File: src/rtl/flash_cui_pkg.sv
package flash_cui_pkg;

    localparam int BYTE_W = 8;

    localparam logic [BYTE_W-1:0] OPC_READ_ARRAY  = 8'hFF;
    localparam logic [BYTE_W-1:0] OPC_READ_STATUS = 8'h70;
    localparam logic [BYTE_W-1:0] OPC_CLEAR       = 8'h50;
    localparam logic [BYTE_W-1:0] OPC_WRITE_SETUP = 8'h40;
    localparam logic [BYTE_W-1:0] OPC_ERASE_SETUP = 8'h20;
    localparam logic [BYTE_W-1:0] OPC_CONFIRM     = 8'hD0;
    localparam logic [BYTE_W-1:0] OPC_SUSPEND     = 8'hB0;

    localparam logic [BYTE_W-1:0] STATUS_AT_RESET = 8'h80;

    typedef enum logic [1:0] {
        SEQ_IDLE,
        SEQ_WRITE_ARMED,
        SEQ_ERASE_ARMED
    } seq_state_e;

    typedef enum logic {
        JOB_WRITE,
        JOB_ERASE
    } job_kind_e;

    typedef struct packed {
        logic ready;
        logic suspended;
        logic erase_err;
        logic write_err;
        logic volt_err;
    } stat_fields_t;

    typedef struct packed {
        logic      start;
        job_kind_e kind;
        logic      suspend;
        logic      resume;
        logic      volt_fail;
        logic      seq_fail;
        logic      clear;
        logic      to_status;
        logic      to_array;
    } cmd_act_t;

    function automatic logic [BYTE_W-1:0] pack_status(stat_fields_t s);
        return {s.ready, s.suspended, s.erase_err, s.write_err, s.volt_err, 3'b000};
    endfunction

endpackage

File: src/rtl/flash_cui_decode.sv
module flash_cui_decode
    import flash_cui_pkg::*;
(
    input  logic              clk,
    input  logic              rst,
    input  logic              cmd_wr,
    input  logic [BYTE_W-1:0] cmd_data,
    input  logic              vpp_ok,
    input  logic              job_busy,
    input  logic              job_susp,
    input  job_kind_e         job_kind,
    input  logic              volt_err,
    output cmd_act_t          act,
    output logic              status_mode
);

    seq_state_e seq_q, seq_d;
    logic       mode_q;

    always_comb begin
        act   = '0;
        seq_d = seq_q;
        if (cmd_wr) begin
            if (job_busy && !job_susp) begin
                // running: only an erase suspend gets through
                if (cmd_data == OPC_SUSPEND && job_kind == JOB_ERASE) begin
                    act.suspend = 1'b1;
                end
            end else if (job_busy) begin
                // erase parked in suspend
                case (cmd_data)
                    OPC_CONFIRM: begin
                        act.resume    = 1'b1;
                        act.to_status = 1'b1;
                    end
                    OPC_READ_STATUS: act.to_status = 1'b1;
                    OPC_READ_ARRAY:  act.to_array  = 1'b1;
                    OPC_CLEAR:       act.clear     = 1'b1;
                    OPC_SUSPEND: begin
                    end
                    default: begin
                        act.seq_fail  = 1'b1;
                        act.to_status = 1'b1;
                    end
                endcase
            end else begin
                case (seq_q)
                    SEQ_WRITE_ARMED: begin
                        seq_d         = SEQ_IDLE;
                        act.to_status = 1'b1;
                        act.kind      = JOB_WRITE;
                        if (vpp_ok) act.start     = 1'b1;
                        else        act.volt_fail = 1'b1;
                    end
                    SEQ_ERASE_ARMED: begin
                        seq_d         = SEQ_IDLE;
                        act.to_status = 1'b1;
                        act.kind      = JOB_ERASE;
                        if (cmd_data != OPC_CONFIRM) act.seq_fail  = 1'b1;
                        else if (vpp_ok)             act.start     = 1'b1;
                        else                         act.volt_fail = 1'b1;
                    end
                    default: begin
                        case (cmd_data)
                            OPC_READ_STATUS: act.to_status = 1'b1;
                            OPC_READ_ARRAY:  act.to_array  = 1'b1;
                            OPC_CLEAR:       act.clear     = 1'b1;
                            OPC_WRITE_SETUP: begin
                                if (!volt_err) begin
                                    seq_d         = SEQ_WRITE_ARMED;
                                    act.to_status = 1'b1;
                                end
                            end
                            OPC_ERASE_SETUP: begin
                                if (!volt_err) begin
                                    seq_d         = SEQ_ERASE_ARMED;
                                    act.to_status = 1'b1;
                                end
                            end
                            default: begin
                                act.seq_fail  = 1'b1;
                                act.to_status = 1'b1;
                            end
                        endcase
                    end
                endcase
            end
        end
    end

    always_ff @(posedge clk) begin
        if (rst) begin
            seq_q  <= SEQ_IDLE;
            mode_q <= 1'b0;
        end else begin
            seq_q <= seq_d;
            if (act.to_array)       mode_q <= 1'b0;
            else if (act.to_status) mode_q <= 1'b1;
        end
    end

    assign status_mode = mode_q;

endmodule

File: src/rtl/flash_cui_algo.sv
module flash_cui_algo
    import flash_cui_pkg::*;
#(
    parameter int ATTEMPT_CYC = 4,
    parameter int WRITE_TRIES = 4,
    parameter int ERASE_TRIES = 8
) (
    input  logic      clk,
    input  logic      rst,
    input  logic      start,
    input  job_kind_e start_kind,
    input  logic      suspend,
    input  logic      resume,
    input  logic      verify_pass,
    output logic      busy,
    output logic      susp,
    output job_kind_e kind,
    output logic      fail_write,
    output logic      fail_erase
);

    localparam int MAX_TRIES = (WRITE_TRIES > ERASE_TRIES) ? WRITE_TRIES : ERASE_TRIES;
    localparam int CYC_W     = (ATTEMPT_CYC > 1) ? $clog2(ATTEMPT_CYC) : 1;
    localparam int TRY_W     = (MAX_TRIES > 1) ? $clog2(MAX_TRIES) : 1;
    localparam logic [CYC_W-1:0] CYC_LAST = CYC_W'(ATTEMPT_CYC - 1);
    localparam logic [TRY_W-1:0] W_LAST   = TRY_W'(WRITE_TRIES - 1);
    localparam logic [TRY_W-1:0] E_LAST   = TRY_W'(ERASE_TRIES - 1);

    logic             busy_q, susp_q;
    job_kind_e        kind_q;
    logic [CYC_W-1:0] cyc_q;
    logic [TRY_W-1:0] try_q;
    logic             advance, attempt_end, last_try, give_up;

    assign advance     = busy_q && !susp_q && !suspend;
    assign attempt_end = advance && (cyc_q == CYC_LAST);
    assign last_try    = (kind_q == JOB_ERASE) ? (try_q == E_LAST) : (try_q == W_LAST);
    assign give_up     = attempt_end && !verify_pass && last_try;
    assign fail_write  = give_up && (kind_q == JOB_WRITE);
    assign fail_erase  = give_up && (kind_q == JOB_ERASE);

    always_ff @(posedge clk) begin
        if (rst) begin
            busy_q <= 1'b0;
            susp_q <= 1'b0;
            kind_q <= JOB_WRITE;
            cyc_q  <= '0;
            try_q  <= '0;
        end else begin
            if (start && !busy_q) begin
                busy_q <= 1'b1;
                kind_q <= start_kind;
                cyc_q  <= '0;
                try_q  <= '0;
            end else if (advance) begin
                if (attempt_end) begin
                    cyc_q <= '0;
                    if (verify_pass || last_try) busy_q <= 1'b0;
                    else                         try_q  <= try_q + 1'b1;
                end else begin
                    cyc_q <= cyc_q + 1'b1;
                end
            end
            if (suspend && busy_q && kind_q == JOB_ERASE) susp_q <= 1'b1;
            else if (resume)                              susp_q <= 1'b0;
        end
    end

    assign busy = busy_q;
    assign susp = susp_q;
    assign kind = kind_q;

endmodule

File: src/rtl/flash_cui_status.sv
module flash_cui_status
    import flash_cui_pkg::*;
(
    input  logic              clk,
    input  logic              rst,
    input  cmd_act_t          act,
    input  logic              busy,
    input  logic              susp,
    input  logic              fail_write,
    input  logic              fail_erase,
    input  logic              rd_en,
    input  logic              status_mode,
    input  logic [BYTE_W-1:0] arr_rdata,
    output logic [BYTE_W-1:0] rd_data,
    output logic              ready,
    output logic              volt_err
);

    logic              es_q, ws_q, vs_q, held_q;
    logic [BYTE_W-1:0] snap_q, live_b, shown;
    stat_fields_t      live;

    always_comb begin
        live.ready     = !busy || susp;
        live.suspended = susp;
        live.erase_err = es_q;
        live.write_err = ws_q;
        live.volt_err  = vs_q;
        live_b         = pack_status(live);
    end

    always_ff @(posedge clk) begin
        if (rst) begin
            es_q   <= 1'b0;
            ws_q   <= 1'b0;
            vs_q   <= 1'b0;
            held_q <= 1'b0;
            snap_q <= STATUS_AT_RESET;
        end else begin
            if (act.clear) begin
                es_q <= 1'b0;
                ws_q <= 1'b0;
                vs_q <= 1'b0;
            end else begin
                if (act.seq_fail || fail_erase) es_q <= 1'b1;
                if (act.seq_fail || fail_write) ws_q <= 1'b1;
                if (act.volt_fail)              vs_q <= 1'b1;
            end
            // capture what the host sees until a read has held across an edge
            if (!held_q) snap_q <= live_b;
            held_q <= rd_en;
        end
    end

    assign shown    = held_q ? snap_q : live_b;
    assign rd_data  = !rd_en ? '0 : (status_mode ? shown : arr_rdata);
    assign ready    = live.ready;
    assign volt_err = vs_q;

endmodule

File: src/rtl/flash_cui.sv
module flash_cui
    import flash_cui_pkg::*;
#(
    parameter int ATTEMPT_CYC = 4,
    parameter int WRITE_TRIES = 4,
    parameter int ERASE_TRIES = 8
) (
    input  logic       clk,
    input  logic       rst,
    input  logic       cmd_wr,
    input  logic [7:0] cmd_data,
    input  logic       chip_sel,
    input  logic       out_en,
    input  logic [7:0] arr_rdata,
    input  logic       vpp_ok,
    input  logic       verify_pass,
    output logic [7:0] rd_data,
    output logic       ready_o
);

    cmd_act_t  act;
    logic      status_mode, job_busy, job_susp, fail_w, fail_e, volt_err, rd_en;
    job_kind_e job_kind;

    assign rd_en = chip_sel && out_en;

    flash_cui_decode u_decode (
        .clk         (clk),
        .rst         (rst),
        .cmd_wr      (cmd_wr),
        .cmd_data    (cmd_data),
        .vpp_ok      (vpp_ok),
        .job_busy    (job_busy),
        .job_susp    (job_susp),
        .job_kind    (job_kind),
        .volt_err    (volt_err),
        .act         (act),
        .status_mode (status_mode)
    );

    flash_cui_algo #(
        .ATTEMPT_CYC (ATTEMPT_CYC),
        .WRITE_TRIES (WRITE_TRIES),
        .ERASE_TRIES (ERASE_TRIES)
    ) u_algo (
        .clk         (clk),
        .rst         (rst),
        .start       (act.start),
        .start_kind  (act.kind),
        .suspend     (act.suspend),
        .resume      (act.resume),
        .verify_pass (verify_pass),
        .busy        (job_busy),
        .susp        (job_susp),
        .kind        (job_kind),
        .fail_write  (fail_w),
        .fail_erase  (fail_e)
    );

    flash_cui_status u_status (
        .clk         (clk),
        .rst         (rst),
        .act         (act),
        .busy        (job_busy),
        .susp        (job_susp),
        .fail_write  (fail_w),
        .fail_erase  (fail_e),
        .rd_en       (rd_en),
        .status_mode (status_mode),
        .arr_rdata   (arr_rdata),
        .rd_data     (rd_data),
        .ready       (ready_o),
        .volt_err    (volt_err)
    );

endmodule

File: config.mk
export PLATFORM = sky130hd
export DESIGN_NAME = flash_cui
export DESIGN_NICKNAME = d
export VERILOG_FILES = /design/src/rtl/flash_cui_pkg.sv /design/src/rtl/flash_cui_decode.sv /design/src/rtl/flash_cui_algo.sv /design/src/rtl/flash_cui_status.sv /design/src/rtl/flash_cui.sv
export SDC_FILE = /design/constraint.sdc
export NUM_CORES = 1
export LEC_CHECK = 0
export ABC_CLOCK_PERIOD_IN_PS = 2300
export BUFFER_PORTS_ARGS = -buffer_cell sky130_fd_sc_hd__clkbuf_2
export CORE_ASPECT_RATIO = 2
export CORE_MARGIN = 4
export CORE_UTILIZATION = 45
export DETAILED_ROUTE_END_ITERATION = 7
export PLACE_DENSITY = 0.75
export SYNTH_ARGS = -nofsm -noshare
export SYNTH_HDL_FRONTEND = slang
export SYNTH_SLANG_ARGS = --single-unit
export TNS_END_PERCENT = 50
File: constraint.sdc
create_clock -name clk -period 2.3 [get_ports clk]
set_clock_uncertainty 0.05 [all_clocks]
set_input_delay 0.46 -clock clk [delete_from_list [all_inputs] [get_ports clk]]
set_output_delay 0.46 -clock clk [all_outputs]
set_load 0.01 [all_outputs]
Yosys cells after proc, flatten, opt, wreduce, memory -nomap -nowiden
Cells that the tools add are included.
Cells by class
  mux-type cells: 43
  reductions and logical operators: 37
  equality and inequality tests: 15
  bitwise operators: 4
  add/sub/neg operators: 2
Operators with widths (count)
  $mux W1: 26
  $eq A8 B7 Y1 const B: 3
  $eq A8 B8 Y1 const B: 3
  $mux W8: 3
  $logic_and A1 B1 Y1: 12
  $mux W2: 6
  $reduce_or A2 Y1: 6
  $reduce_or A5 Y1: 2
  $mux W9: 1
  $eq A8 B6 Y1 const B: 1
  $ne A8 B8 Y1 const B: 1
  $pmux W2 S2: 2
  $reduce_bool A2 Y1: 4
  $mux W6: 1
  $ne A3 B3 Y1 const B: 2
  $pmux W1 S2: 3
  $reduce_and A3 Y1: 2
  $reduce_and A6 Y1: 1
  $eq A2 B2 Y1 const B: 2
  $logic_not A1 Y1: 4
  $logic_or A1 B1 Y1: 4
  $mux W4: 1
  $not A1 Y1: 4
  $add A3 B1 Y3 const B: 1
  6 further kinds: 6
Storage, ports and cells
  output and inout bits: 9
  input port bits: 23
  register bits: 23
  logic and storage cells: 113

Longest topological paths before layout
  depth after elaboration: 14
  mapped depth: 7
  depth with buffers taken out: 7

Modules after synthesis
Synthesis repeated with hierarchy kept, for this count alone.
Second synthesis, totals
  cell total of the unflattened synthesis: 172
  area, all modules: 1470.2 um2
By module, submodules not included
  flash_cui_status: instances 1, cells each 61, area each 544.3 um2, seq. area each 240.2 um2
  flash_cui_decode: instances 1, cells each 67, area each 509.2 um2, seq. area each 60.1 um2
  flash_cui_algo: instances 1, cells each 43, area each 410.4 um2, seq. area each 160.2 um2
  flash_cui: instances 1, cells each 1, area each 6.3 um2, seq. area each 0.0 um2

Least setup slack after synthesis
Ideal clock, no wire load.
  path kind: input to register
  from: in cmd_data[0]
  to: reg u_decode.seq_q[1]
  data arrival time: 1758 ps
  path buffers: 0
  setup time: 65 ps
  cell stages on the path: 5
  data required time: 2185 ps
  path slack: 427 ps
  cells stage by stage: or4_1 nor4_2 nand2_1 mux2_1 nor2_1
Between the ends
  word-level cells in the longest chain between the ends: 3
  elaborated cells between the ends (all ways): 8
  classes of those cells: eq/ne (4); mux (2); reduce/logical (2)
Ends and longest elaborated chain
  from (decl): RTL line flash_cui.sv:11  | input logic [7:0] cmd_data,
  $eq A8 B6 Y1 or $eq A8 B7 Y1 (tied branches): RTL line flash_cui_decode.sv:64  | case (cmd_data)
  $ne A3 B3 Y1 (no line), or another cell as far along
  $reduce_and A6 Y1 (no line) or $mux W2 (tied branches)
  to (signal assigned): RTL line flash_cui_decode.sv:96  | seq_q <= seq_d;
  to (decl): RTL line flash_cui_decode.sv:17  | seq_state_e seq_q, seq_d;
Parallel ways exist; a longest one is shown, timed or not.
A chain may end at the register's enable or synchronous reset.

Final worst setup path
  from: reg u_status.held_q
  to: out rd_data[7]
Between the ends
  word-level cells in the longest chain between the ends: 3
Ends and longest elaborated chain
  from (decl): RTL line flash_cui_status.sv:19  | logic es_q, ws_q, vs_q, held_q;
  from (signal assigned): RTL line flash_cui_status.sv:51  | held_q <= rd_en;
  $mux W8: RTL line flash_cui_status.sv:55  | assign shown = held_q ? snap_q : live_b;
  $mux W8 (2 in a row): RTL line flash_cui_status.sv:56  | assign rd_data = !rd_en ? '0 : (status_mode ? shown : arr_rdata);
  to (decl): RTL line flash_cui.sv:17  | output logic [7:0] rd_data,
No other way between the ends.

==> impl_metrics.py <==
metrics = {
    "run_status": {
        "outcome": "complete, no violations",
    },
    "die": {
        "initial_utilization_pct": 47.2,
        "die_area_mm2": 0.00392,
        "ios": 32,
        "die_x_um": 46.3,
        "row_count": 27,
        "die_h_um": 84.7,
        "core_area_mm2": 0.00280,
    },
    "clock_tree": {
        "cts_sinks": 23,
        "cts_root_buf": "clkbuf_8",
        "post_cts_buffers": 0,
        "clk_pin_slew_worst_paths_ns": 0.07,
        "cts_resized": 0,
        "clockBufferDepth": 2,
        "cts_hold_buf": 0,
        "cts_tree": "built",
        "insertion_delay_ns": 0.26,
        "cts_buffers": 3,
        "cts_max_level": 1,
    },
    "synthesis": {
        "ys_ff_latch": 23,
        "yosysUniqueCellTypes": 38,
        "async_flop_share_pct": 0,
        "syn_avg_cell_area_um2": 8.16,
        "mappedNetlistArea_mm2": 0.00132,
        "seq_area_frac_synth_pct": 34.8,
        "yosysWarnings": 0,
        "syn_nets": 189,
        "synthCells": 162,
        "synth-edff-count": 0,
        "synth-main-ff-cell": "dfxtp_1",
    },
    "place": {
        "pre_cts_ws_ns": 0.193,
        "gp_congestion": 0.863,
        "port_buffers": 31,
        "dpl.hpwl_um": 2570,
        "dp.cells": 215,
    },
    "power_and_ir_drop": {
        "intPower_w": 0.000566,
        "swShare_pct": 24.8,
        "power.leakage_nw": 0.652,
        "combinationalPowerShare_pct": 12.4,
        "seqPwrFrac_pct": 55.2,
        "powerDensity_mw_per_mm2": 489,
        "vdd_drop_max_v": 0.000350,
        "clock_power_share_pct": 32.4,
        "switching_power_w": 0.000187,
    },
    "final_layout": {
        "fin_nets": 218,
        "final_common_cell": "clkbuf_2",
        "area_delta_synth_final_pct": 16.6,
        "antenna-diode-count": 0,
        "drive_gt1_share_pct": 21.6,
        "final_cell_count_no_fill": 219,
        "mostFrequentLayoutCells": "31 x clkbuf_2, 29 x nor2_1, 23 x dfxtp_1, 13 x a21oi_1, 10 x mux2i_1",
        "post-route-util_pct": 55.0,
    },
    "detailed_routing": {
        "wl_per_cell_um": 14.7,
        "drt_wl_total_um": 3210,
        "drcViolationCount": 0,
        "drtAntennaViolNets": 0,
        "dr.pass1.iters": 4,
        "vias": 1293,
        "viasPerCell": 5.90,
        "drt_iter0_drc": 49,
    },
    "setup_path": {
        "r2r_start": "u_decode.seq_q[0]",
        "crit_path_start": "u_status.held_q",
        "cp_max_fo": 11,
        "worst-setup-path-type": "register to output pin",
        "cp-start-kind": "register",
        "cp.arrival_ns": 1.57,
        "endpoint_kind": "output pin",
        "required_ns": 1.79,
    },
    "global_routing": {
        "grt.total_usage_pct": 17.3,
        "grt_pass1_vias": 1225,
        "grt_util_met1_pct": 16.0,
        "grt_pass1_wl_um": 5140,
        "use_met3_pct": 2.36,
        "grt_use_met2_pct": 30.9,
        "grt_overflow_total": 0,
        "antenna_found_initial": 0,
        "grt_max_degree": 19,
        "busiest_layer": "met2",
    },
    "sta": {
        "hold_viol_final": 0,
        "finalCriticalPeriod_ns": 2.08,
        "tightestPinTransition_ns": 0.563,
        "min_period_over_period_pct": 90.6,
        "whs_ns": 0.411,
        "max_slew_margin_pct": 62.0,
        "rsz0062_at_grt": "no",
        "finalSetupViolCount": 0,
        "fmax_mhz": 480,
        "finalMaxSlewViolations": 0,
        "finalSetupTns_ns": 0,
        "worst_slack_ns": 0.216,
    },
    "hold_path": {
        "hold_path.class": "register to register",
        "worstHoldStart": "u_status.snap_q[1]",
    },
    "flow_run": {
        "cap_violations": 0,
    },
}
stage by stage:
step,power [W],instance area (um^2)
finish,0.000753,1540
global route,0.000779,1540
CTS,0.000761,1540
detailed placement,0.000518,1500
global placement,0.000514,1500
floorplan,0.000477,1320
cell type report:
class                      count  area (um^2)
fill                         281         1260
multi-input combinational    125          810
sequential                    23          460
timing repair buffer          33          170
clock buffer                   3         41.3
tap                           29         36.3
inverter                       5         18.8
clock inverter                 1         5.00
worst max-delay path, stage by stage (launching register included):
cell      delay [ns]
dfxtp_1         0.60
mux2_2          0.40
mux2i_1         0.13
nor2_1          0.05
clkbuf_2        0.13
synth_stat cells, drive strengths merged, types with 4 or more instances:
master | instances | area share, %
nand3 | 7 | 2.6
a21oi | 13 | 4.9
nand2b | 5 | 2.4
dfxtp | 23 | 35
clkbuf | 9 | 2.6
mux2i | 10 | 7.6
a211oi | 4 | 2.3
nand2 | 8 | 2.3
a31oi | 5 | 2.4
ha | 4 | 3.8
inv | 4 | 1.1
nor2 | 29 | 8.2
nor3 | 4 | 1.5
state kept, by name (all words and copies together) (netlist names), 2 cells and up:
register         cells
u_decode.seq_q       2
u_algo.cyc_q         2
u_status.snap_q      8
u_algo.try_q         3
kinds of logic (layout without fill, tap and decap cells):
| group | Yosys count | in the layout | share of synthesized area, % |
|---|---|---|---|
| flip-flops | 23 | 23 | 34.8 |
| XOR/XNOR | 4 | 4 | 2.65 |
| adder cells (fa/ha/maj) | 4 | 4 | 3.78 |
| multiplexers | 12 | 12 | 9.27 |
| AND/OR/NAND/NOR | 71 | 71 | 28.8 |
| AO/OA/AOI/OAI | 34 | 34 | 16.7 |
| buffers and inverters | 14 | 42 | 3.97 |
routing by layer:
layer | routed length [um] | up-vias | share of wire, %
met2 | 1690 | 43 | 53
met3 | 169 | 16 | 5.3
li1 | - | 643 | -
met5 | 0 | - | 0
met1 | 1140 | 591 | 35
met4 | 210 | 0 | 6.5
worst paths after layout:
| kind | endpoint | slack [ns] | cells past startpoint |
|---|---|---|---|
| max | rd_data[7] | 0.22 | 4 |
| min | u_status.snap_q[1] | 0.41 | 2 |
| max reg2reg | u_algo.try_q[2] | 0.48 | 5 |
| min reg2reg | u_status.snap_q[1] | 0.41 | 2 |
power groups by stage:
stage	sequential, W	combinational [W]	clock [W]
final	0.000416	0.0000932	0.000244
after global placement	0.000425	0.0000890	0
after CTS	0.000416	0.0000929	0.000252
after floorplan	0.000417	0.0000599	0
after global routing	0.000417	0.000103	0.000259
after detailed placement	0.000426	0.0000922	0
No activity file was read; power rests on OpenSTA's default activity.
